[config.mk]
export PLATFORM = sky130hd
export DESIGN_NAME = link_monitor
export DESIGN_NICKNAME = d
export VERILOG_FILES = /design/src/rtl/link_monitor_pkg.sv /design/src/rtl/settle_timer.sv /design/src/rtl/link_fsm.sv /design/src/rtl/link_select.sv /design/src/rtl/link_monitor.sv
export SDC_FILE = /design/constraint.sdc
export NUM_CORES = 1
export LEC_CHECK = 0
export BUFFER_PORTS_ARGS = -buffer_cell sky130_fd_sc_hd__buf_2
export CAP_MARGIN = 25
export CORE_AREA = 2 2 39 41
export DETAILED_ROUTE_END_ITERATION = 10
export DIE_AREA = 0 0 41 43
export GPL_ROUTABILITY_DRIVEN = 1
export MAX_ROUTING_LAYER = met4
export SLEW_MARGIN = 30
export SYNTH_ARGS = -nofsm -noshare
export SYNTH_HDL_FRONTEND = slang
export SYNTH_SLANG_ARGS = --single-unit
export TNS_END_PERCENT = 50
[constraint.sdc]
create_clock -name clk -period 1.9 [get_ports clk]
set_input_delay 0.38 -clock clk [delete_from_list [all_inputs] [get_ports clk]]
set_output_delay 0.38 -clock clk [all_outputs]
set_load 0.005 [all_outputs]
[src/rtl/link_monitor_pkg.sv]
package link_monitor_pkg;

    typedef enum logic [1:0] {
        LNK_DOWN   = 2'd0,
        LNK_SETTLE = 2'd1,
        LNK_READY  = 2'd2,
        LNK_UP     = 2'd3
    } lnk_state_e;

    typedef struct packed {
        logic dv;
        logic an_en;
        logic an_ok;
    } lnk_ctl_t;

    function automatic lnk_state_e lnk_next(lnk_state_e cur, lnk_ctl_t c, logic settled);
        lnk_state_e nxt;
        nxt = cur;
        if (!c.dv) begin
            nxt = LNK_DOWN;
        end else begin
            case (cur)
                LNK_DOWN:   nxt = LNK_SETTLE;
                LNK_SETTLE: if (settled) nxt = c.an_en ? LNK_READY : LNK_UP;
                LNK_READY:  if (!c.an_en || c.an_ok) nxt = LNK_UP;
                default:    nxt = LNK_UP;
            endcase
        end
        return nxt;
    endfunction

endpackage

[src/rtl/settle_timer.sv]
module settle_timer #(
    parameter int SETTLE_TICKS = 330
) (
    input  logic clk,
    input  logic rst,
    input  logic run,
    input  logic tick,
    output logic done
);
    localparam int CW = $clog2(SETTLE_TICKS + 1);
    localparam logic [CW-1:0] LAST = CW'(SETTLE_TICKS - 1);

    logic [CW-1:0] cnt;

    assign done = run && tick && (cnt == LAST);

    always_ff @(posedge clk) begin
        if (rst || !run || done) begin
            cnt <= '0;
        end else if (tick) begin
            cnt <= cnt + 1'b1;
        end
    end

    a_r3_count_bound: assert property (@(posedge clk) disable iff (rst)
        cnt < CW'(SETTLE_TICKS));
    a_r4_count_restart: assert property (@(posedge clk) disable iff (rst)
        !run |=> cnt == '0);
    a_r3_idle_tick: assert property (@(posedge clk) disable iff (rst)
        (run && !tick) |=> cnt == $past(cnt));
endmodule

[src/rtl/link_fsm.sv]
module link_fsm
    import link_monitor_pkg::*;
#(
    parameter int SETTLE_TICKS = 330
) (
    input  logic       clk,
    input  logic       rst,
    input  lnk_ctl_t   ctl,
    input  logic       tick,
    output lnk_state_e state,
    output logic       link_100,
    output logic       txrx_en
);
    lnk_state_e nxt;
    logic       settled;
    logic       run;

    assign run = (state == LNK_SETTLE) && ctl.dv;

    settle_timer #(.SETTLE_TICKS(SETTLE_TICKS)) u_timer (
        .clk  (clk),
        .rst  (rst),
        .run  (run),
        .tick (tick),
        .done (settled)
    );

    always_comb nxt = lnk_next(state, ctl, settled);

    always_ff @(posedge clk) begin
        if (rst) state <= LNK_DOWN;
        else     state <= nxt;
    end

    assign link_100 = (state == LNK_UP) && ctl.dv;
    assign txrx_en  = link_100;

    a_r7_dropout: assert property (@(posedge clk) disable iff (rst)
        !ctl.dv |=> state == LNK_DOWN);
    a_r5_wait_an: assert property (@(posedge clk) disable iff (rst)
        (state == LNK_READY && ctl.dv && ctl.an_en && !ctl.an_ok) |=> state == LNK_READY);
    a_r2_from_down: assert property (@(posedge clk) disable iff (rst)
        state == LNK_DOWN |=> (state == LNK_DOWN || state == LNK_SETTLE));
    a_r3_settle_exit: assert property (@(posedge clk) disable iff (rst)
        (state == LNK_SETTLE && !settled) |=> (state == LNK_SETTLE || state == LNK_DOWN));
    a_r1_reset: assert property (@(posedge clk) rst |=> state == LNK_DOWN);
endmodule

[src/rtl/link_select.sv]
module link_select (
    input  logic mode_10,
    input  logic link_10,
    input  logic link_100,
    output logic link_out
);
    always_comb begin
        if (mode_10) link_out = link_10;
        else         link_out = link_100;
    end
endmodule

[src/rtl/link_monitor.sv]
module link_monitor
    import link_monitor_pkg::*;
#(
    parameter int SETTLE_TICKS = 330
) (
    input  logic       clk,
    input  logic       rst,
    input  logic       data_valid,
    input  logic       an_enable,
    input  logic       an_link_ok,
    input  logic       mode_10bt,
    input  logic       link_10bt,
    input  logic       ms_tick,
    output logic       link_status,
    output logic       txrx_enable,
    output logic [1:0] fsm_state
);
    lnk_ctl_t   ctl;
    lnk_state_e state;
    logic       link_100;

    assign ctl = '{dv: data_valid, an_en: an_enable, an_ok: an_link_ok};

    link_fsm #(.SETTLE_TICKS(SETTLE_TICKS)) u_fsm (
        .clk      (clk),
        .rst      (rst),
        .ctl      (ctl),
        .tick     (ms_tick),
        .state    (state),
        .link_100 (link_100),
        .txrx_en  (txrx_enable)
    );

    link_select u_sel (
        .mode_10  (mode_10bt),
        .link_10  (link_10bt),
        .link_100 (link_100),
        .link_out (link_status)
    );

    assign fsm_state = state;

    a_r9_status_match: assert property (@(posedge clk) disable iff (rst)
        !mode_10bt |-> link_status == txrx_enable);
    a_r8_enable_up: assert property (@(posedge clk) disable iff (rst)
        txrx_enable |-> (data_valid && fsm_state == 2'd3));
endmodule

* Yosys cells after proc, flatten, opt, wreduce, memory -nomap -nowiden
Cells that the tools add are included.
** Word-level totals
- Word-level logic and storage cells :: 27
- Register bits :: 11
** Operators by class
- Add/subtract/negate cells :: 1
- Multiplexer cells :: 5
- Reductions and logical operators :: 12
- Equality and inequality tests :: 6
- Bitwise logic cells :: 1
** Operator list (count)
- $add 9x1->9 const B :: 1
- $eq 9x9->1 const B :: 1
- $pmux 2 s3 :: 1
- $eq 2x2->1 const B :: 2
- $logic_and 1x1->1 :: 4
- $mux 2 :: 2
- $logic_or 1x1->1 :: 3
- $eq 2x1->1 const B :: 1
- $logic_not 1->1 :: 2
- $logic_not 2->1 :: 1
- $mux 1 :: 2
- $ne 2x1->1 const B :: 1
- $ne 2x2->1 const B :: 1
- $reduce_and 2->1 :: 1
- $reduce_or 2->1 :: 1
- $not 1->1 :: 1

* Logic depth before layout (Yosys ltp)
Gate-level depths: netlist of run 1.
- Depth after elaboration :: 6
- Gate-level depth with buffers :: 5

* By module
Synthesis of run 1 repeated with hierarchy kept, for this count alone.
** Second synthesis, totals
- Cells, all modules :: 62
- Area, all modules :: 573.0 um^2
** By module, submodules not included
- settle_timer :: cells an instance 49, area an instance 449.2 um^2, times used 1
- link_fsm :: cells an instance 12, area an instance 108.9 um^2, times used 1
- link_select :: cells an instance 1, area an instance 15.0 um^2, times used 1

* Worst setup path before layout of run 1
OpenSTA, ideal clock, no wires.
- Path kind :: register -> register
- Start :: reg u_fsm.u_timer.cnt[3]
- End :: reg u_fsm.state[1]
- Data arrival time :: 1.463 ns
- Data required time :: 1.830 ns
- Slack :: 0.367 ns
- Buffers on the path :: 0
- Clock period less this slack :: 1.533 ns
- Stages on the path, launching flop included :: 4
- Path through :: dfxtp_1 > or4b_4 > or4_1 > a21oi_1
** Between the ends
- Longest elaborated chain between the ends :: 4
** RTL lines
- start: declaration :: line settle_timer.sv:13 : logic [CW-1:0] cnt;
- start signal: assignment :: line settle_timer.sv:21 : cnt <= cnt + 1'b1;
- $eq 9x9->1 :: line settle_timer.sv:15 : assign done = run && tick && (cnt == LAST);
- $logic_and 1x1->1 :: line settle_timer.sv:15
- $ne 2x2->1 (no line)
- $reduce_and 2->1 (no line)
- end signal: assignment :: line link_fsm.sv:32 : else state <= nxt;
- end: declaration :: line link_fsm.sv:10 : output lnk_state_e state,
No other way between the ends.
A chain may end at the register's enable or synchronous reset.

* Worst setup path in the final report of run 1
- Start :: reg u_fsm.u_timer.cnt[2]
- End :: reg u_fsm.u_timer.cnt[8]
** Between the ends
- Longest elaborated chain between the ends :: 3
- Elaborated cells on any way between the ends :: 4
- Those cells by class :: add/sub (1); eq/ne (1); reduce/logical (2)
** RTL lines
- parallel branches: the longest is 3 deep, another holds $add 9x1->9
Several ways; the timed one is not identified.

==> flow_metrics.env, run 1 <==
export IMPL_status="complete, no violations"
export IMPL_fp_dieW_um=41
export IMPL_num_vias=489
export IMPL_clk_latency_ns=0.26
export IMPL_yosysTopAreaCell="dfxtp_1"
export IMPL_synthCells=61
export IMPL_ys_top_cells_by_area="dfxtp_1 (39%), nand4_1 (5.6%), xor2_1 (4.7%)"
export IMPL_finalNetCount=87
export IMPL_r2r_slack_ns=0.23
export IMPL_crit_path_end_kind="flop"
export IMPL_grt_pass1_wl_mm=1.690
export IMPL_tritoncts="done"
export IMPL_synth_mux_area_share_pct=2.018
export IMPL_rows=14
export IMPL_dp_hpwl_um=791.2
export IMPL_cts_buffer_depth=2
export IMPL_route_detailed_drc=0
export IMPL_fin_crit_sh_pct=87.79
export IMPL_grt_max_degree=11
export IMPL_fmax_mhz=599.5
export IMPL_synthArstFlopShare_pct=0
export IMPL_yosys_warnings=0
export IMPL_cts_root_buffer="clkbuf_4"
export IMPL_layout_drive_gt1_share_pct=23.68
export IMPL_diodes=0
export IMPL_synth_distinct_cells=28
export IMPL_power_mw=0.4186
export IMPL_antenna_found_initial=0
export IMPL_slew_headroom_pct=68.03
export IMPL_r2r_end="u_fsm.u_timer.cnt[8]"
export IMPL_postLayoutCellArea_um2=663.1
export IMPL_portBuffers=11
export IMPL_grt_pass1_vias=414
export IMPL_post_drt_wl_per_cell_um=11.18
export IMPL_syn_area_um2=558.0
export IMPL_synth_seq_area_share_pct=39.46
export IMPL_fill_cells=139
export IMPL_crit_chain="or4b_4 > o31ai_4 > o21ba_1"
export IMPL_ys_ff_latch=11
export IMPL_synth_top_family_by_area="simple AND/OR/NAND/NOR gates"
export IMPL_worstPathMaxFanout=10
export IMPL_r2r_cells=3
export IMPL_grt_overflow_total=0
export IMPL_ant_nets=0
export IMPL_cts_resized=0
export IMPL_cap_violations=0
export IMPL_place_gp_congestion=0.7820
export IMPL_finalHoldViolCount=0
export IMPL_arrival_ns=1.83
export IMPL_leakage_nw=0.2516
export IMPL_yosysMostFrequentCell="dfxtp_1"
export IMPL_holdPathStages=3
export IMPL_reg2reg_from="u_fsm.u_timer.cnt[2]"
export IMPL_worstPathRequired_ns=2.06
export IMPL_ioPinCount=12
export IMPL_grt_usage_pct=14.48
export IMPL_synthXorXnorAreaFrac_pct=6.278
export IMPL_setup_viol=0
export IMPL_start_util_pct=40.33
export IMPL_min_delay_start="an_enable"
export IMPL_min_to="u_fsm.state[0]"
export IMPL_synthToLayoutAreaGrowth_pct=18.83
export IMPL_powerDensity_nw_per_um2=631.2
export IMPL_cts_inserted_buffers=3
export IMPL_synth_compound_area_share_pct=16.82
export IMPL_criticalPathCategory="reg2reg"
export IMPL_slowest_delay_ns=0.55
export IMPL_cts_hold_buffers=0
export IMPL_synth_avg_cell_area_um2=9.148
export IMPL_routed_via_density=5.315
export IMPL_drv_slew=0
export IMPL_syn_nets=71
export IMPL_dieArea_um2=1763
export IMPL_critPathSlowestCell="or4b_4"
export IMPL_worst_pin_slew_ns=0.4731
export IMPL_drt_initial_drc_count=22
export IMPL_synth_top_area_share_pct=39.46
export IMPL_coreArea_um2=1384
export IMPL_fin_setup_tns_ns=0
export IMPL_final_min_clock_period_ns=1.668
export IMPL_synth_adder_area_share_pct=4.484
export IMPL_clkSinkCount=11
export IMPL_worst_hold_path_type="in2reg"
export IMPL_cts_htree_levels=1
export IMPL_clkTransAtPathRegs_ns=0.07
export IMPL_worst_ir_drop_vdd_mv=0.3790
export IMPL_synthTopCellsByCount="dfxtp_1 (11), nand4_1 (5), nor2_1 (5)"
export IMPL_wl_mm=1.029
export IMPL_yosys_area_share_simple_pct=28.92
export IMPL_postPlaceCellArea_um2=636.9
export IMPL_rsz0062_at_grt="false"
export IMPL_ys_flop_type="dfxtp_1"
export IMPL_start_kind="flop"
export IMPL_synth_edff_count=0
export IMPL_clock_skew_final_ns=0.002662
export IMPL_first_pass_iters=4
export IMPL_die_h_um=43
export IMPL_post_cts_buffers=0
layer usage:
metal	global-route usage, %	part of all wire [%]	vias up
met5	-	0	-
met4	6.000	1.3	0
met3	4.712	6.6	2
met2	21.88	45	13
met1	16.99	47	215
li1	-	-	259
placed cells by master (no fill, tap or decap), drive strengths merged, types with 2 or more instances in the layout:
cell type / synthesis / final
nand4: 5 / 5
o21ai: 4 / 4
or3: 3 / 3
inv: 2 / 2
a21oi: 4 / 4
dfxtp: 11 / 11
xor2: 3 / 3
ha: 2 / 2
nor2: 5 / 5
nand2: 3 / 3
o21a: 2 / 2
buf: 0 / 12
clkbuf: 1 / 4
nand3: 2 / 2
worst max-delay path, delay by kind of cell, from the launching register on:
kind            cells  cell delay, ns
compound gates      2            0.65
flops               1            0.36
simple gates        1            0.55
where the power goes:
part / total (mW) / switching, mW / leakage, nW / internal [mW]
Sequential: 0.236 / 0.00329 / 0.0889 / 0.233
Combinational: 0.0272 / 0.0124 / 0.148 / 0.0148
Clock: 0.155 / 0.0738 / 0.0150 / 0.0812
Total: 0.419 / 0.0895 / 0.252 / 0.329
worst max path at each step:
stage	from	endpoint	slack, ns
after floorplan	u_fsm.u_timer.cnt[3]	u_fsm.state[1]	0.37
after global placement	u_fsm.u_timer.cnt[2]	u_fsm.u_timer.cnt[8]	0.26
after detailed placement	u_fsm.u_timer.cnt[2]	u_fsm.u_timer.cnt[8]	0.24
after CTS	u_fsm.u_timer.cnt[2]	u_fsm.u_timer.cnt[8]	0.23
after global routing	u_fsm.u_timer.cnt[2]	u_fsm.u_timer.cnt[8]	0.19
final	u_fsm.u_timer.cnt[2]	u_fsm.u_timer.cnt[8]	0.23
state kept, by name, summed over array words and instances (netlist names):
signal             count
u_fsm.state            2
u_fsm.u_timer.cnt      9
metrics by stage:
stage	setup WS, ns	hold slack [ns]	std cells	util, %
finish	0.2320	0.3920	92	47.92
global route	0.1880	0.4016	92	47.92
floorplan	0.3670	0.4718	61	-
CTS	0.2273	0.3861	92	47.92
global placement	0.2645	0.4916	88	46.02
detailed placement	0.2428	0.4974	88	46.02
layout make-up:
| cell class | instances | area (um2) | area share, % |
|---|---|---|---|
| multi-input cells | 47 | 326.6 | 49.25 |
| flip-flops and latches | 11 | 220.2 | 33.21 |
| repair buffers | 12 | 62.56 | 9.434 |
| clock buffers | 4 | 26.28 | 3.962 |
| well taps | 16 | 20.02 | 3.019 |
| inverters | 2 | 7.507 | 1.132 |
cells by family (layout without fill, tap and decap cells):
group | after synthesis | in the layout
AND/OR/NAND/NOR | 27 | 27
AO/OA/AOI/OAI | 13 | 13
flip-flops | 11 | 11
XOR/XNOR | 4 | 4
buffers and inverters | 3 | 18
adder cells (fa/ha/maj) | 2 | 2
multiplexers | 1 | 1
Power figures use the tool's default switching activity.
==> run 2, diff against run 1 <==
- PLACE_DENSITY: unset -> 0.68
==> flow_metrics.env, run 2 (same netlist as run 1, synthesis figures left out) <==
export IMPL_grt_pass1_wl_mm=1.600
export IMPL_worst_hold_path_type="in2reg"
export IMPL_clockPowerShare_pct=38.3
export IMPL_tritoncts="done"
export IMPL_synthToLayoutAreaGrowth_pct=18.83
export IMPL_num_vias=508
export IMPL_route_detailed_drc=0
export IMPL_top_regs="u_fsm.u_timer.cnt x9, u_fsm.state x2"
export IMPL_powerDensity_nw_per_um2=645.1
export IMPL_largest_register="u_fsm.u_timer.cnt"
export IMPL_cap_violations=0
export IMPL_worst_ir_drop_vdd_mv=0.3913
export IMPL_first_pass_iters=4
export IMPL_worst_pin_slew_ns=0.4607
export IMPL_internal_power_mw=0.3292
export IMPL_coreArea_um2=1384
export IMPL_seqPwrFrac_pct=55.2
export IMPL_grt_max_degree=11
export IMPL_largest_reg_flops=9
export IMPL_dieArea_um2=1763
export IMPL_slew_headroom_pct=68.86
export IMPL_cts_resized=0
export IMPL_grt_overflow_total=0
export IMPL_cts_inserted_buffers=3
export IMPL_status="complete, no violations"
export IMPL_cts_hold_buffers=0
export IMPL_layout_drive_gt1_share_pct=23.68
export IMPL_diodes=0
export IMPL_post_drt_wl_per_cell_um=11.80
export IMPL_mostFrequentLayoutCells="buf_2 (11), dfxtp_1 (11), nand4_1 (5), nor2_1 (5), a21oi_1 (4)"
export IMPL_leakage_nw=0.2516
export IMPL_finalHoldViolCount=0
export IMPL_clock_skew_final_ns=0.008879
export IMPL_final_min_clock_period_ns=1.657
export IMPL_arrival_ns=1.83
export IMPL_start_util_pct=40.33
export IMPL_worstPathRequired_ns=2.08
export IMPL_drt_initial_drc_count=9
export IMPL_cts_buffer_depth=2
export IMPL_clkSinkCount=11
export IMPL_combPwrFrac_pct=6.5
export IMPL_ant_nets=0
export IMPL_grt_usage_pct=13.87
export IMPL_clk_latency_ns=0.28
export IMPL_cts_htree_levels=1
export IMPL_start_kind="flop"
export IMPL_fp_dieW_um=41
export IMPL_wl_mm=1.086
export IMPL_setup_viol=0
export IMPL_crit_path_end_kind="flop"
export IMPL_hold_slack_ns=0.3853
export IMPL_cts_root_buffer="clkbuf_4"
export IMPL_worstPathMaxFanout=10
export IMPL_criticalPathCategory="reg2reg"
export IMPL_clkTransAtPathRegs_ns=0.08
export IMPL_die_h_um=43
export IMPL_routed_via_density=5.522
export IMPL_grt_pass1_vias=391
export IMPL_antenna_found_initial=0
export IMPL_fin_crit_sh_pct=87.19
export IMPL_post_cts_buffers=0
export IMPL_netSwitchingFraction_pct=23.05
export IMPL_ioPinCount=12
export IMPL_rows=14
export IMPL_fin_setup_tns_ns=0
export IMPL_fmax_mhz=603.7
export IMPL_p_sw_mw=0.09859
export IMPL_finalNetCount=87
export IMPL_drv_slew=0
export IMPL_portBuffers=11
export IMPL_place_gp_congestion=0.7365
export IMPL_rsz0062_at_grt="false"
run 2: final timing paths:
path	from	endpoint	slack, ns	cells after the start
setup / recovery	u_fsm.u_timer.cnt[2]	u_fsm.u_timer.cnt[8]	0.24	3
hold / removal	an_enable	u_fsm.state[0]	0.39	3
setup reg to reg	u_fsm.u_timer.cnt[2]	u_fsm.u_timer.cnt[8]	0.24	3
hold reg to reg	u_fsm.state[1]	u_fsm.state[1]	0.50	2
run 2: through the flow:
step | setup WS [ns] | instance area, um2 | util [%] | cells | total power [mW]
6_report | 0.2435 | 663.1 | 47.92 | 92 | 0.4278
5_1_grt | 0.1996 | 663.1 | 47.92 | 92 | 0.4461
4_1_cts | 0.2447 | 663.1 | 47.92 | 92 | 0.4357
3_5_place_dp | 0.2526 | 636.9 | 46.02 | 88 | 0.2692
3_3_place_gp | 0.2636 | 636.9 | 46.02 | 88 | 0.2685
2_1_floorplan | 0.3670 | 558.0 | - | 61 | 0.2563
run 2: critical path, stage by stage (launching register included):
cell and delay [ns]:
dfxtp_1 0.36, or4b_4 0.55, o31ai_4 0.45, o21ba_1 0.21
run 2: layout make-up:
| class | count | area, um2 |
|---|---|---|
| fill | 145 | 720.7 |
| multi-input combinational | 47 | 326.6 |
| sequential | 11 | 220.2 |
| timing repair buffer | 12 | 62.56 |
| clock buffer | 4 | 26.28 |
| tap | 16 | 20.02 |
| inverter | 2 | 7.507 |
run 2: routing by layer:
metal	GRT usage, %	wire, um	vias to the layer above	part of all wire (%)
li1	-	-	256	-
met1	16.07	531	235	49
met4	10.00	22	0	2.0
met3	3.141	53	3	4.9
met2	20.00	478	14	44
met5	-	0	-	0
run 2: power groups by stage:
stage               logic (mW)  registers [mW]  clock network, mW
finish                  0.0278           0.236              0.164
detailed placement      0.0277           0.241                  0
global placement        0.0271           0.241                  0
global route            0.0307           0.236              0.179
CTS                     0.0280           0.236              0.172
floorplan               0.0153           0.241                  0
==> run 3, diff against run 2 <==
- clock period: 1.9 -> 1.75 ns (I/O delays scaled with it)
==> flow_metrics.env, run 3 (same netlist as run 1, synthesis figures left out) <==
export IMPL_status="complete, no violations"
export IMPL_hold_slack_ns=0.3592
export IMPL_num_vias=504
export IMPL_cts_buffer_depth=2
export IMPL_final_cells=94
export IMPL_start_kind="flop"
export IMPL_layout_drive_gt1_share_pct=25.64
export IMPL_slowest_delay_ns=0.56
export IMPL_top_regs="u_fsm.u_timer.cnt x9, u_fsm.state x2"
export IMPL_fin_setup_tns_ns=0
export IMPL_cap_violations=0
export IMPL_clkSinkCount=11
export IMPL_worst_ir_drop_vdd_mv=0.3212
export IMPL_crit_path_end_kind="flop"
export IMPL_fill_cells=160
export IMPL_powerDensity_nw_per_um2=674.5
export IMPL_place_gp_congestion=0.8187
export IMPL_crit_chain="or4b_4 > or4_1 > a21oi_1"
export IMPL_first_pass_iters=4
export IMPL_routed_via_density=5.362
export IMPL_slew_headroom_pct=68.85
export IMPL_synthToLayoutAreaGrowth_pct=21.52
export IMPL_rows=14
export IMPL_cts_htree_levels=1
export IMPL_dp_hpwl_um=796.6
export IMPL_portBuffers=11
export IMPL_grt_overflow_total=0
export IMPL_clk_latency_ns=0.26
export IMPL_worst_pin_slew_ns=0.4610
export IMPL_cts_inserted_buffers=3
export IMPL_drv_slew=0
export IMPL_criticalPathCategory="reg2reg"
export IMPL_start_util_pct=40.33
export IMPL_grt_max_degree=11
export IMPL_finalHoldViolCount=0
export IMPL_worstPathMaxFanout=4
export IMPL_coreArea_um2=1384
export IMPL_clkTransAtPathRegs_ns=0.07
export IMPL_final_core_util_pct=49.01
export IMPL_dieArea_um2=1763
export IMPL_drt_initial_drc_count=4
export IMPL_mostFrequentLayoutCells="buf_2 (11), dfxtp_1 (11), nand4_1 (5), nor2_1 (5), a21oi_1 (4)"
export IMPL_min_delay_start="an_enable"
export IMPL_worstPathRequired_ns=1.95
export IMPL_dpl_cell_count=90
export IMPL_leakage_nw=0.2613
export IMPL_fp_dieW_um=41
export IMPL_setup_viol=0
export IMPL_ioPinCount=12
export IMPL_cts_hold_buffers=0
export IMPL_rsz0062_at_grt="false"
export IMPL_startpoint="u_fsm.u_timer.cnt[7]"
export IMPL_worst_hold_path_type="in2reg"
export IMPL_die_h_um=43
export IMPL_largest_register="u_fsm.u_timer.cnt"
export IMPL_grt_usage_pct=15.01
export IMPL_fmax_mhz=631.7
export IMPL_cts_root_buffer="clkbuf_4"
export IMPL_largest_reg_flops=9
export IMPL_grt_pass1_wl_mm=1.725
export IMPL_diodes=0
export IMPL_clock_skew_final_ns=0.0003472
export IMPL_final_min_clock_period_ns=1.583
export IMPL_grt_pass1_vias=422
export IMPL_tritoncts="done"
export IMPL_arrival_ns=1.78
export IMPL_cts_resized=0
export IMPL_post_drt_wl_per_cell_um=11.39
export IMPL_ant_nets=0
export IMPL_post_cts_buffers=0
export IMPL_fin_crit_sh_pct=90.47
export IMPL_route_detailed_drc=0
export IMPL_critPathSlowestCell="or4b_4"
export IMPL_antenna_found_initial=0
export IMPL_reg2reg_from="u_fsm.u_timer.cnt[7]"
export IMPL_wl_mm=1.071
export IMPL_finalNetCount=89
[run 3: changes by cell type in the layout (fill, tap and decap cells not counted)]
cell   delta
buf_4     +2
[run 3: final cells by class]
type	instances	area [um2]	share of cell area, %
Inverter	2	7.507	1.107
Sequential cell	11	220.2	32.47
Timing Repair Buffer	14	77.57	11.44
Multi-Input combinational cell	47	326.6	48.15
Clock buffer	4	26.28	3.875
Tap cell	16	20.02	2.952
[run 3: worst paths after layout]
check	end	slack (ns)	depth (start not counted)
worst max-delay path	u_fsm.state[1]	0.17	3
worst max register to register	u_fsm.state[1]	0.17	3
worst min register to register	u_fsm.state[1]	0.51	2
worst min-delay path	u_fsm.state[0]	0.36	3
[run 3: worst max-delay path, delay by kind of cell, from the launching register on]
family / cells / cell delay (ns)
AOI/OAI and AO/OA: 1 / 0.15
DFF: 1 / 0.33
and+or+nand+nor: 2 / 1.03
[run 3: through the flow]
step / total power [mW] / area, um2 / setup WS, ns
floorplan: 0.2782 / 558.0 / 0.2170
detailed placement: 0.2936 / 651.9 / 0.1708
global route: 0.4815 / 678.2 / 0.09164
global placement: 0.2930 / 651.9 / 0.2128
finish: 0.4574 / 678.2 / 0.1669
CTS: 0.4659 / 678.2 / 0.1613
[run 3: power breakdown]
| group | internal, mW | leakage, nW | switching [mW] |
|---|---|---|---|
| clock network | 0.0881 | 0.0150 | 0.0820 |
| registers | 0.253 | 0.0889 | 0.00327 |
| logic | 0.0170 | 0.157 | 0.0141 |
| total | 0.358 | 0.261 | 0.0993 |
[run 3: metal layers]
layer	GRT usage (%)	vias to the layer above	share of wire [%]
met4	8.000	0	0
met3	4.712	0	5.4
met2	20.31	11	49
li1	-	260	-
met1	19.34	233	46
met5	-	-	0
